### src/rtl/mal_pkg.sv
package mal_pkg;
    localparam int AW   = 25;
    localparam int BW   = 18;
    localparam int PW   = 48;
    localparam int OSW  = 7;
    localparam int ALW  = 4;
    localparam int MW   = AW + BW;
    localparam int BLO  = BW / 2;
    localparam int BHI  = BW - BLO;

    localparam logic [1:0] XS_ZERO = 2'd0, XS_MUL = 2'd1, XS_P = 2'd2, XS_AB = 2'd3;
    localparam logic [1:0] YS_ZERO = 2'd0, YS_MUL = 2'd1, YS_ONES = 2'd2, YS_C = 2'd3;
    localparam logic [2:0] ZS_PCIN = 3'd1, ZS_P = 3'd2, ZS_C = 3'd3;

    localparam logic [ALW-1:0] AL_ADD = 4'b0000, AL_INVSUB = 4'b0001, AL_SUB = 4'b0011;
    localparam logic [ALW-1:0] AL_XOR = 4'b0100, AL_XNOR = 4'b0101, AL_AND = 4'b1100;
    localparam logic [ALW-1:0] AL_NOT = 4'b1101, AL_NAND = 4'b1110;

    typedef struct packed {
        logic            ce;
        logic [AW-1:0]   a;
        logic [BW-1:0]   b;
        logic [PW-1:0]   c;
        logic [PW-1:0]   pcin;
        logic            cin;
        logic [OSW-1:0]  opsel;
        logic [ALW-1:0]  alu;
    } stage_t;

    typedef struct packed {
        logic [PW-1:0] p;
        logic          cout;
    } result_t;
endpackage

### src/rtl/mal_inreg.sv
module mal_inreg
    import mal_pkg::*;
#(
    parameter bit IN_REG = 1'b1
) (
    input  logic   clk,
    input  logic   rst,
    input  stage_t stg_d,
    output stage_t stg_q
);
    generate
        if (IN_REG) begin : g_reg
            stage_t hold_d, hold_q;
            always_comb begin
                hold_d = stg_d;
                if (rst) hold_d = '0;
            end
            always_ff @(posedge clk) hold_q <= hold_d;
            assign stg_q = hold_q;
        end else begin : g_pass
            assign stg_q = stg_d;
        end
    endgenerate
endmodule

### src/rtl/mal_mult.sv
module mal_mult
    import mal_pkg::*;
(
    input  logic [AW-1:0] a,
    input  logic [BW-1:0] b,
    output logic [PW-1:0] pp_lo,
    output logic [PW-1:0] pp_hi
);
    logic signed [MW-1:0] a_ext, blo_ext, bhi_ext, m_lo, m_hi_raw, m_hi;

    always_comb begin
        a_ext    = {{BW{a[AW-1]}}, a};
        blo_ext  = {{(MW-BLO){1'b0}}, b[BLO-1:0]};
        bhi_ext  = {{(MW-BHI){b[BW-1]}}, b[BW-1:BLO]};
        m_lo     = a_ext * blo_ext;
        m_hi_raw = a_ext * bhi_ext;
        m_hi     = m_hi_raw <<< BLO;
        pp_lo    = {{(PW-MW){m_lo[MW-1]}}, m_lo};
        pp_hi    = {{(PW-MW){m_hi[MW-1]}}, m_hi};
    end
endmodule

### src/rtl/mal_alu.sv
module mal_alu
    import mal_pkg::*;
(
    input  stage_t        stg,
    input  logic [PW-1:0] pp_lo,
    input  logic [PW-1:0] pp_hi,
    input  logic [PW-1:0] p_fb,
    output result_t       res
);
    logic [PW-1:0] xv, yv, zv, sum;
    logic [PW:0]   wide;
    logic          y_ones, mul_mode;

    always_comb begin
        unique case (stg.opsel[1:0])
            XS_MUL:  xv = pp_lo;
            XS_P:    xv = p_fb;
            XS_AB:   xv = {{(PW-MW){1'b0}}, stg.a, stg.b};
            default: xv = '0;
        endcase
        unique case (stg.opsel[3:2])
            YS_MUL:  yv = pp_hi;
            YS_ONES: yv = '1;
            YS_C:    yv = stg.c;
            default: yv = '0;
        endcase
        case (stg.opsel[6:4])
            ZS_PCIN: zv = stg.pcin;
            ZS_P:    zv = p_fb;
            ZS_C:    zv = stg.c;
            default: zv = '0;
        endcase

        y_ones   = (stg.opsel[3:2] == YS_ONES);
        mul_mode = (stg.opsel[1:0] == XS_MUL);
        sum      = xv + yv + {{(PW-1){1'b0}}, stg.cin};
        wide     = {1'b0, zv} + {1'b0, sum};

        unique case (stg.alu)
            AL_SUB:    wide = {1'b0, zv} + {1'b0, ~sum} + {{PW{1'b0}}, 1'b1};
            AL_INVSUB: wide = {1'b0, ~zv} + {1'b0, sum};
            AL_XOR:    wide = {1'b0, y_ones ? ~(xv ^ zv) : (xv ^ zv)};
            AL_XNOR:   wide = {1'b0, y_ones ? (xv ^ zv) : ~(xv ^ zv)};
            AL_AND:    wide = {1'b0, y_ones ? (xv | zv) : (xv & zv)};
            AL_NAND:   wide = {1'b0, y_ones ? ~(xv | zv) : ~(xv & zv)};
            AL_NOT:    wide = {1'b0, y_ones ? ~xv : ~zv};
            default:   ;
        endcase

        res.p    = wide[PW-1:0];
        res.cout = wide[PW] & ~mul_mode;
    end
endmodule

### src/rtl/mal_slice.sv
module mal_slice
    import mal_pkg::*;
#(
    parameter bit IN_REG = 1'b1
) (
    input  logic           clk,
    input  logic           rst,
    input  logic           ce,
    input  logic [AW-1:0]  a,
    input  logic [BW-1:0]  b,
    input  logic [PW-1:0]  c,
    input  logic [PW-1:0]  pcin,
    input  logic           cin,
    input  logic [OSW-1:0] opsel,
    input  logic [ALW-1:0] alufn,
    output logic [PW-1:0]  p,
    output logic           cout
);
    stage_t  st_d, st_q;
    result_t alu_res, out_d, out_q;
    logic [PW-1:0] pp_lo, pp_hi;

    always_comb begin
        st_d.ce    = ce;
        st_d.a     = a;
        st_d.b     = b;
        st_d.c     = c;
        st_d.pcin  = pcin;
        st_d.cin   = cin;
        st_d.opsel = opsel;
        st_d.alu   = alufn;
    end

    mal_inreg #(.IN_REG(IN_REG)) u_inreg (
        .clk(clk), .rst(rst), .stg_d(st_d), .stg_q(st_q)
    );

    mal_mult u_mult (
        .a(st_q.a), .b(st_q.b), .pp_lo(pp_lo), .pp_hi(pp_hi)
    );

    mal_alu u_alu (
        .stg(st_q), .pp_lo(pp_lo), .pp_hi(pp_hi), .p_fb(out_q.p), .res(alu_res)
    );

    always_comb begin
        out_d = out_q;
        if (st_q.ce) out_d = alu_res;
        if (rst)     out_d = '0;
    end

    always_ff @(posedge clk) out_q <= out_d;

    assign p    = out_q.p;
    assign cout = out_q.cout;
endmodule

### config.mk
export PLATFORM = sky130hd
export DESIGN_NAME = mal_slice
export DESIGN_NICKNAME = d
export VERILOG_FILES = /design/src/rtl/mal_pkg.sv /design/src/rtl/mal_inreg.sv /design/src/rtl/mal_mult.sv /design/src/rtl/mal_alu.sv /design/src/rtl/mal_slice.sv
export SDC_FILE = /design/constraint.sdc
export NUM_CORES = 2
export LEC_CHECK = 0
export BUFFER_PORTS_ARGS = -buffer_cell sky130_fd_sc_hd__buf_2
export CORE_ASPECT_RATIO = 0.5
export CORE_MARGIN = 4
export CORE_UTILIZATION = 40
export DETAILED_ROUTE_END_ITERATION = 16
export GPL_TIMING_DRIVEN = 0
export PLACE_DENSITY = 0.61
export SLEW_MARGIN = 20
export SYNTH_ARGS = -nofsm -noshare
export SYNTH_HDL_FRONTEND = slang
export SYNTH_SLANG_ARGS = --single-unit
export TNS_END_PERCENT = 50
### constraint.sdc
create_clock -name clk -period 13.7 [get_ports clk]
set_input_delay 1.37 -clock clk [delete_from_list [all_inputs] [get_ports clk]]
set_output_delay 1.37 -clock clk [all_outputs]
set_load 0.005 [all_outputs]
==> results.md <==
* Drt initial violations at 4,448
* Clock insertion delay at the later pin of the skew report at 0.66 ns
* Via count of the first global-routing pass at 34,300
* Async SR Flop Fraction at 0%
* Commonest non-fill, non-tap cell in the layout: sky130_fd_sc_hd__inv_1
* Total internal power at 1.87 mW
* CTS tree: built
* Routability congestion estimate at 1.01
* Overall die area at 96,800 sq um
* Hold_ws at 0.468 ns
* Net count reported at finish at 5,660
* CTS H-tree lvls at 1
* HPWL after detailed placement at 130,000 um
* Sequential cell fraction of total power at 18.1%
* Arrival time worst endpoint at 13.85 ns
* Main synth FF type: sky130_fd_sc_hd__dfxtp_1
* Count of input and output buffers at 201
* Worst slew slack as a fraction of its limit at 14.2%
* Initial antenna violation count at 11
* Run status: completed
* Combinational cell fraction of total power at 61.0%
* Number of buffers created by CTS at 25
* Vertical die dimension at 222 um
* DP Worst Slack at -0.749 ns
* Remaining routing DRC violations at 0
* Top cell type by total area after synthesis: sky130_fd_sc_hd__fa_1
* Unrepaired setup endpoints after global routing: no
* Hold violation count in the final report at 0
* Worst path most repeated cell: sky130_fd_sc_hd__fa_1
* Number of distinct library cells after synthesis at 108
* Maximum clock frequency at 0.0750 GHz
* Aggregate negative setup slack at 0 ns
* Final core area utilization at 44.3%
* CORE AREA at 90,800 sq um
* Global-route total usage across every layer at 32.7%
* Final setup violating endpoints at 0
* Seq/Total Area, Yosys at 11.0%
* Initial core utilization at 40.4%
* Final worst-path setup slack at 0.369 ns
* Max-cap violation count at 0
* Clock Power Share at 20.9%
* Worst ir drop on vdd at 0.000117 V
* Crit path largest cell delay at 0.93 ns
* Period utilisation layout at 97.3%
* Fin Clk Skew at 0.0227 ns
* Standard-cell rows at 78
* Number of synthesized register bits at 201
* Power density relative to cell area at 93.9 nW/um^2
* Final number of max-transition violations at 0
* Cell type group with the largest total delay on the critical path: compound AO/OA/AOI/OAI gates
* Total congestion overflow after global routing at 0
* EDFF count, synth at 0
* Type of the worst setup path: reg2reg
* Buffering stage count on the worst path with inverters included at 4
* Synth top area share at 20.3%
* Top fanout value on the critical path at 10
* Clock slew seen by the registers of the worst setup and hold paths at 0.07 ns
* Syn_area_per_cell at 8.06 sq um
* Warnings, synthesis at 0
* Leakage Power at 19.4 nW
* I/O pin count at 203
* Worst min-delay path category: reg2reg
* Post-synthesis cell area at 36,600 sq um
* Length of the first detailed-routing pass in iterations at 7
* Data required time at the worst endpoint at 14.22 ns
* Switching fraction of total power at 50.4%
* Antenna Nets Post-Route at 0
* Maximum count of clock buffers along a single path at 3
* Total power at 3.77 mW
* Global-route wire length before repair at 234,000 um
* Crit end category: flop
* Startpoint class of the critical path: flop
* Net switching power at 1.90 mW
* Transition time of the tightest slew-check pin at 1.29 ns
* Library cell contributing the largest single delay on the critical path: sky130_fd_sc_hd__o21ai_0
* Most used cells in the layout excluding fill and tap cells: sky130_fd_sc_hd__inv_1 (537), sky130_fd_sc_hd__nand2_1 (507), sky130_fd_sc_hd__fa_1 (371), sky130_fd_sc_hd__ha_1 (371), sky130_fd_sc_hd__o21ai_0 (232)
* Horizontal extent of the die at 436 um
* Ratio of routed vias to standard cells at 5.81
* Synth Instances at 4,546
* Area growth syn-to-layout at 9.74%
* Clock root cell: sky130_fd_sc_hd__clkbuf_16
* Shortest clock period the worst path allows after layout at 13.33 ns
* Drt total wl at 163,000 um
* Clk sink count at 201
* Post-synthesis net count at 5,442
* Most area-consuming cells after synthesis: sky130_fd_sc_hd__fa_1 (20%), sky130_fd_sc_hd__ha_1 (13%), sky130_fd_sc_hd__dfxtp_1 (11%)
* Total via count after detailed routing at 34,800
* Pin count of the biggest net entering global routing at 16
* Average wire per cell in the routed design at 27.2 um
* Number of fill cells at 9,160
* Share of layout cells above drive strength 1 at 9.45%
## layout make-up
cell class                 count  area [sq um]  share of cell area (%)
antenna                        4          10.0                  0.0249
buffer                       241           965                    2.40
clock buffer                  27           643                    1.60
clock inverter                19           255                   0.635
inverter                     538          2020                    5.02
multi-input combinational   3553         29700                    73.9
sequential                   201          4040                    10.0
tap                         1200          1500                    3.74
timing repair buffer         204          1050                    2.61
## path summary, 6_finish.rpt
path	start	endpoint	slack, ns	cells past startpoint
min	cout	cout	0.47	2
max	u_inreg.stg_q[111]	cout	0.37	41
max reg2reg	u_inreg.stg_q[111]	cout	0.37	41
min reg2reg	cout	cout	0.47	2
## power by group through the flow
stage | Sequential (mW) | Clock [mW] | Combinational, mW
2_1_floorplan | 0.657 | 0 | 1.51
3_3_place_gp | 0.685 | 0 | 2.21
3_5_place_dp | 0.685 | 0 | 2.21
4_1_cts | 0.677 | 0.800 | 2.24
5_1_grt | 0.685 | 0.817 | 2.49
6_report | 0.684 | 0.787 | 2.30
## stage by stage
step,cell area [sq um],cells
4_1_cts,40100,5988
5_1_grt,40200,5984
3_3_place_gp,39100,5947
3_5_place_dp,39200,5948
6_report,40200,5987
2_1_floorplan,36600,4546
## sequential cells by signal (all words and copies together), names as in the netlist
| name | flops |
|---|---|
| p | 48 |
| cout | 1 |
| u_inreg.stg_q | 152 |
## kinds of logic (layout without fill, tap and decap cells)
| kind of cell | count (synthesis) | count (layout) | share of synthesized area [%] |
|---|---|---|---|
| xor gates and xnor gates | 333 | 333 | 8.05 |
| muxes | 120 | 120 | 3.50 |
| other | 0 | 4 | 0 |
| buffers and inverters | 792 | 1029 | 8.15 |
| AOI/OAI and AO/OA | 947 | 947 | 17.2 |
| adders and majority gates | 753 | 753 | 33.3 |
| DFF | 201 | 201 | 11.0 |
| and+or+nand+nor | 1400 | 1400 | 18.8 |
## worst min-delay path, delay by kind of cell, from the launching register on
kind / cells / cell delay, ns
flops: 1 / 0.32
compound gates: 1 / 0.05
simple gates: 1 / 0.06
## cell usage after synthesis (all sizes together), types with 180 or more instances
library cell	n
fa	371
o21ai	259
dfxtp	201
ha	371
nor2b	180
and2	230
nand2	508
clkbuf	216
a21oi	225
xnor2	230
nor2	228
inv	537
## layer usage
metal	GRT usage (%)	vias up	routed length, um
li1	-	15500	-
met1	45.0	17100	70400
met2	48.3	1791	67100
met3	10.5	339	18900
met4	10.9	6	6460
met5	1.27	-	184
## what timing repair did
| item | in CTS | in global routing |
|---|---|---|
| gates resized for setup | 22 | 47 |
| hold buffers | 0 | 0 |
| buffers inserted | 2 | 0 |
| endpoints found under the hold margin | 0 | 0 |
| endpoints found under the setup margin | 13 | 12 |
| pin swaps | 1 | 0 |
Note: power is estimated with default switching activity, not from simulation.
